===== config.mk =====
export PLATFORM = sky130hd
export DESIGN_NAME = vid_acq_window
export DESIGN_NICKNAME = d
export VERILOG_FILES = /design/src/rtl/acq_pkg.sv /design/src/rtl/acq_edge_det.sv /design/src/rtl/acq_hwin.sv /design/src/rtl/acq_vfsm.sv /design/src/rtl/vid_acq_window.sv
export SDC_FILE = /design/constraint.sdc
export NUM_CORES = 1
export LEC_CHECK = 0
export ABC_AREA = 1
export BUFFER_PORTS_ARGS = -buffer_cell sky130_fd_sc_hd__buf_2
export CAP_MARGIN = 20
export CORE_ASPECT_RATIO = 1.5
export CORE_MARGIN = 5
export CORE_UTILIZATION = 55
export CTS_CLUSTER_DIAMETER = 80
export CTS_CLUSTER_SIZE = 8
export DETAILED_ROUTE_END_ITERATION = 12
export PLACE_DENSITY = 0.76
export SYNTH_ARGS = -nofsm -noshare
export SYNTH_HDL_FRONTEND = slang
export SYNTH_SLANG_ARGS = --single-unit

===== constraint.sdc =====
create_clock -name clk -period 8.4 [get_ports clk]
set_input_delay 1.26 -clock clk [delete_from_list [all_inputs] [get_ports clk]]
set_output_delay 1.26 -clock clk [all_outputs]
set_load 0.01 [all_outputs]

===== src/rtl/acq_pkg.sv =====
package acq_pkg;

    // Vertical tracking states of one field
    typedef enum logic [2:0] {
        VS_IDLE = 3'd0,
        VS_WAIT = 3'd1,
        VS_PRE  = 3'd2,
        VS_OPEN = 3'd3,
        VS_DONE = 3'd4
    } vstate_e;

endpackage


===== src/rtl/acq_edge_det.sv =====
module acq_edge_det (
    input  logic clk,
    input  logic rst_n,
    input  logic sig_i,
    input  logic fall_sel,
    output logic edge_o
);
    logic sig_q;

    always_ff @(posedge clk or negedge rst_n) begin
        if (!rst_n) sig_q <= 1'b0;
        else        sig_q <= sig_i;
    end

    // Edge flagged in the cycle the input takes its new level
    always_comb begin
        edge_o = fall_sel ? (sig_q & ~sig_i) : (~sig_q & sig_i);
    end
endmodule


===== src/rtl/acq_hwin.sv =====
module acq_hwin #(
    parameter int W = 12
) (
    input  logic         clk,
    input  logic         rst_n,
    input  logic         h_edge,
    input  logic         v_edge,
    input  logic         pix_acc,
    input  logic         line_open,
    input  logic [W-1:0] h_off,
    input  logic [W-1:0] h_len,
    input  logic [W-1:0] h_dst,
    output logic         pix_valid,
    output logic [W-1:0] pix_idx
);
    logic [W-1:0] sx_q;
    logic [W-1:0] rel;
    logic [W:0]   h_end;
    logic         in_win;

    always_comb begin
        rel    = sx_q - h_off;
        h_end  = {1'b0, h_off} + {1'b0, h_len};
        in_win = pix_acc && line_open && (sx_q >= h_off)
                 && ({1'b0, sx_q} < h_end) && (rel < h_dst);
    end

    always_ff @(posedge clk or negedge rst_n) begin
        if (!rst_n) begin
            sx_q      <= '0;
            pix_valid <= 1'b0;
            pix_idx   <= '0;
        end else begin
            if (h_edge || v_edge)            sx_q <= '0;
            else if (pix_acc && sx_q != '1)  sx_q <= sx_q + 1'b1;
            pix_valid <= in_win;
            if (in_win) pix_idx <= rel;
        end
    end
endmodule


===== src/rtl/acq_vfsm.sv =====
module acq_vfsm
    import acq_pkg::*;
#(
    parameter int W = 12
) (
    input  logic         clk,
    input  logic         rst_n,
    input  logic         v_edge,
    input  logic         h_edge,
    input  logic         line_hit,
    input  logic [W-1:0] v_off,
    input  logic [W-1:0] v_len,
    input  logic [W-1:0] v_dst,
    output logic         line_open,
    output logic [W-1:0] line_idx
);
    vstate_e      st_q, st_d;
    logic [W-1:0] sy_q, sy_d;
    logic [W-1:0] ny;
    logic [W-1:0] rel;
    logic [W:0]   v_end;
    vstate_e      cls;

    // Line number the next line will carry, and its window class
    always_comb begin
        if (st_q == VS_WAIT)              ny = '0;
        else if (line_hit && sy_q != '1)  ny = sy_q + 1'b1;
        else                              ny = sy_q;
        rel   = ny - v_off;
        v_end = {1'b0, v_off} + {1'b0, v_len};
        if (ny < v_off)                                  cls = VS_PRE;
        else if (({1'b0, ny} < v_end) && (rel < v_dst))  cls = VS_OPEN;
        else                                             cls = VS_DONE;
    end

    always_comb begin
        st_d = st_q;
        sy_d = sy_q;
        if (v_edge) begin
            st_d = VS_WAIT;
            sy_d = '0;
        end else if (h_edge) begin
            unique case (st_q)
                VS_IDLE: st_d = VS_IDLE;
                VS_WAIT, VS_PRE, VS_OPEN: begin
                    st_d = cls;
                    sy_d = ny;
                end
                VS_DONE: begin
                    st_d = VS_DONE;
                    sy_d = ny;
                end
                default: st_d = VS_IDLE;
            endcase
        end
    end

    always_ff @(posedge clk or negedge rst_n) begin
        if (!rst_n) begin
            st_q <= VS_IDLE;
            sy_q <= '0;
        end else begin
            st_q <= st_d;
            sy_q <= sy_d;
        end
    end

    always_comb begin
        line_open = (st_q == VS_OPEN);
        line_idx  = sy_q - v_off;
    end
endmodule


===== src/rtl/vid_acq_window.sv =====
module vid_acq_window #(
    parameter int W = 12
) (
    input  logic         clk,
    input  logic         rst_n,
    input  logic         src_ext,
    input  logic         pix_qual,
    input  logic         h_sync,
    input  logic         v_sync,
    input  logic         h_fall,
    input  logic         v_fall,
    input  logic [W-1:0] h_off,
    input  logic [W-1:0] h_src_len,
    input  logic [W-1:0] h_dst_size,
    input  logic [W-1:0] v_off,
    input  logic [W-1:0] v_src_len,
    input  logic [W-1:0] v_dst_size,
    output logic         pix_valid,
    output logic         line_valid,
    output logic [W-1:0] pix_idx,
    output logic [W-1:0] line_idx
);
    logic         h_edge, v_edge;
    logic         sh_ext;
    logic [W-1:0] sh_hoff, sh_hlen, sh_hdst, sh_voff, sh_vlen, sh_vdst;
    logic         seen_q, pix_acc, line_hit, line_open;

    acq_edge_det u_hedge (.clk(clk), .rst_n(rst_n), .sig_i(h_sync),
                          .fall_sel(h_fall), .edge_o(h_edge));
    acq_edge_det u_vedge (.clk(clk), .rst_n(rst_n), .sig_i(v_sync),
                          .fall_sel(v_fall), .edge_o(v_edge));

    // Field-stable copies of the window settings
    always_ff @(posedge clk or negedge rst_n) begin
        if (!rst_n) begin
            sh_ext  <= 1'b0;
            sh_hoff <= '0; sh_hlen <= '0; sh_hdst <= '0;
            sh_voff <= '0; sh_vlen <= '0; sh_vdst <= '0;
        end else if (v_edge) begin
            sh_ext  <= src_ext;
            sh_hoff <= h_off; sh_hlen <= h_src_len; sh_hdst <= h_dst_size;
            sh_voff <= v_off; sh_vlen <= v_src_len; sh_vdst <= v_dst_size;
        end
    end

    always_comb begin
        pix_acc  = !h_edge && !v_edge && (sh_ext ? pix_qual : 1'b1);
        line_hit = sh_ext ? seen_q : 1'b1;
    end

    always_ff @(posedge clk or negedge rst_n) begin
        if (!rst_n)                seen_q <= 1'b0;
        else if (h_edge || v_edge) seen_q <= 1'b0;
        else if (pix_acc)          seen_q <= 1'b1;
    end

    acq_vfsm #(.W(W)) u_vfsm (
        .clk(clk), .rst_n(rst_n), .v_edge(v_edge), .h_edge(h_edge),
        .line_hit(line_hit), .v_off(sh_voff), .v_len(sh_vlen), .v_dst(sh_vdst),
        .line_open(line_open), .line_idx(line_idx)
    );

    acq_hwin #(.W(W)) u_hwin (
        .clk(clk), .rst_n(rst_n), .h_edge(h_edge), .v_edge(v_edge),
        .pix_acc(pix_acc), .line_open(line_open),
        .h_off(sh_hoff), .h_len(sh_hlen), .h_dst(sh_hdst),
        .pix_valid(pix_valid), .pix_idx(pix_idx)
    );

    always_comb line_valid = line_open;
endmodule


==> metrics <==
HP Class reg2reg; setup repair bufs after CTS 0; number of global-route vias before repair 7,637; Power, Total 2.387 mW; peak supply drop 136.2 uV; layout filler cell count 1,362; Max-cap violations 0; Hold Path Stages 2; ys async rst share 1.000; RSZ-0062 raised after global routing no; CTS hold repair buffers 0; CTS buffer count 17; CTS H-tree depth 4; die width around 110 um; Synthesized Nets about 1.3k; Slew @ Worst Pin 758.7 ps; multi-input logic area 4942 um^2; yosys warns 0; vias per inst 5.356; Primary FF master, synth dfrtp_1; # diodes 0; Critical Path End Type register; CTS tree done; # resized after CTS 0; DIE AREA 18,030 um^2; layout cell share with drive strength beyond 1 0.1253; Worst Setup Start Kind register; Wirelength per Cell 15.46 um; Post-Place Cells 1,395; CTS Root Cell clkbuf_16; global route total overflow 0; CTS Buffer Depth 2; Final GP Congestion ~0.96; status finished clean; fmax 227.8 MHz; pin count of the biggest net entering global routing 73; WP data required 8700 ps; Global Route Usage Sum 0.2478; ANT nets after route 0; Critical-path top delay cell a211oi_1; final hold violation count 0; initial antenna violation count 0; post-synth cell types 45; area grow syn2layout 16.31%; final setup vio count 0; HPWL Detailed 17,400 um; Starting Density 0.5593; #FFs+latches synth 116; TNS Setup 0 ps; final wirelength 22,080 um; Worst slew margin 0.4942; critical path data arrival time 4690 ps; initial DRC count 382; Post-synth EDFFs 0; CP max FO 7; PD cells between 200 and 250 nW/um^2; drt pass-1 iters 5; clock sinks 116; Max stage delay on crit path 520 ps; vias 7,648; path depth of the worst reg2reg path 26; static leakage 5.272 nW; Rows between 50 and 60; synthesized cell area 8468 um^2; period utilisation layout 0.5226; Port Buffer Count roughly 110; worst flop-to-flop path startpoint u_vfsm.sy_q[1]; most used cell along the critical path nand2_1; Die Span Y 162.0 um; Cell Count, Final, Fillers Out 1,428; Final Max Tran Viols 0; num ports 106; drc violations 0; sequential area share after synthesis 0.3428; Setup crit start u_vfsm.sy_q[1]; CP Class reg2reg; FF+latch area 2903 um^2; global-route wire length before repair 35,870 um; Tmin final 4390 ps; Clock Pin Slew Worst Setup and Hold Paths 60 ps; Mapped Cells 1,111; post-synthesis average cell area 7.622 um^2; final-stage net count 1,406; skew final 8.027 ps; Placeable Area ~15,000 um^2; Clock Latency Late Sink 410 ps; hold path start u_hwin.pix_idx[7]
layer usage:
metal | share of wire | wire length, um | GRT usage
met2 | 0.56 | 12440 | 0.4887
met5 | 0 | 0 | 0
met3 | 0.031 | 687 | 0.03168
met1 | 0.36 | 7912 | 0.2486
met4 | 0.047 | 1038 | 0.1306
layout make-up:
class / instances / share of cell area
Multi-Input combinational cell: 833 / 0.5018
Inverter: 140 / 0.05361
Tap cell: 199 / 0.02528
Clock inverter: 12 / 0.02033
Timing Repair Buffer: 108 / 0.05793
Clock buffer: 20 / 0.04637
Sequential cell: 116 / 0.2947
cells in the final DEF (no fill, tap or decap), drive strengths merged, types with 2 or more instances in the layout:
master | Yosys | routed
o21ai | 81 | 81
buf | 4 | 108
ha | 105 | 105
a21o | 4 | 4
clkbuf | 18 | 20
fa | 5 | 5
clkinvlp | 0 | 3
a31oi | 8 | 8
and3 | 4 | 4
o22ai | 6 | 6
nand4 | 10 | 10
inv | 140 | 141
nor3b | 2 | 2
a21oi | 77 | 77
a221oi | 4 | 4
a211oi | 5 | 5
o21bai | 2 | 2
nand2 | 317 | 317
nand3 | 54 | 54
clkinv | 0 | 3
bufinv | 0 | 5
xnor2 | 19 | 19
nand3b | 2 | 2
xor2 | 33 | 33
nor4 | 3 | 3
dfrtp | 116 | 116
o21a | 5 | 5
o31ai | 3 | 3
nor3 | 12 | 12
nor2 | 65 | 65
synthesized netlist by cell type, types with 2 or more instances:
master	instances	area, um^2
nand2_1	310	1164
inv_1	138	518.0
dfrtp_1	116	2903
ha_1	105	1314
o21ai_0	81	405.4
a21oi_1	77	385.4
nor2_1	61	229.0
nand3_1	54	270.3
xor2_1	33	289.0
xnor2_1	19	166.4
clkbuf_1	18	67.56
nor3_1	12	60.06
nand4_1	10	62.56
a31oi_1	8	50.05
nand2_2	6	37.54
o22ai_1	6	37.54
a211oi_1	5	37.54
fa_1	5	100.1
o21a_1	5	37.54
a21o_1	4	30.03
a221oi_1	4	35.03
and3_1	4	25.02
o31ai_1	3	22.52
nand3b_1	2	15.01
nor2_4	2	22.52
nor3b_1	2	15.01
nor4_1	2	12.51
o21bai_1	2	15.01
worst max-delay path, delay by kind of cell, from the launching register on:
| kind | cells | cell delay [ps] |
|---|---|---|
| AO/OA/AOI/OAI | 7 | 1600 |
| AND/OR/NAND/NOR | 13 | 1230 |
| adder cells (fa/ha/maj) | 3 | 780 |
| flip-flops | 1 | 420 |
| XOR/XNOR | 1 | 150 |
| buffers and inverters | 2 | 100 |
stage by stage:
step                        util  instance area [um^2]  hold slack [ps]  worst slack, ps
after floorplan                -                  8468            441.7             4757
after global placement    0.6054                  9165            449.3             4276
after detailed placement  0.6054                  9165            453.7             4109
after CTS                 0.6488                  9822            467.9             4053
after global routing      0.6506                  9849            495.7             3462
final                     0.6506                  9849            464.4             4010
state kept, by name, summed over array words and instances, names as in the netlist:
name / cells
u_hwin.pix_idx: 12
u_hwin.sx_q: 12
u_hwin.pix_valid: 1
sh_hoff: 12
u_hedge.sig_q: 1
seen_q: 1
u_vfsm.st_q: 3
u_vfsm.sy_q: 12
sh_hlen: 12
sh_voff: 12
sh_vlen: 12
u_vedge.sig_q: 1
sh_vdst: 12
sh_hdst: 12
sh_ext: 1
power by group:
group          switching, mW  total (mW)  internal (mW)
clock                  0.269       0.811          0.542
combinational          0.547       0.894          0.347
sequential            0.0515       0.682          0.631
total                  0.867        2.39           1.52
path summary, 6_finish.rpt:
check / end / slack, ps
max: u_vfsm.st_q[2] / 4010
min: u_hwin.pix_idx[7] / 460
max reg2reg: u_vfsm.st_q[2] / 4010
min reg2reg: u_hwin.pix_idx[7] / 460
max in group asynchronous: sh_vlen[3] / 6250
min in group asynchronous: u_hwin.pix_idx[6] / 900
cells by family (layout without fill, tap and decap cells):
kind of cell               count (synthesis)  after routing  synth area share
AOI/OAI and AO/OA                        199            199            0.1285
adders and majority gates                110            110            0.1670
buffers and inverters                    162            280           0.07358
and+or+nand+nor                          472            472            0.2343
DFF                                      116            116            0.3428
xor gates and xnor gates                  52             52           0.05378
Note: power is estimated with default switching activity, not from simulation.
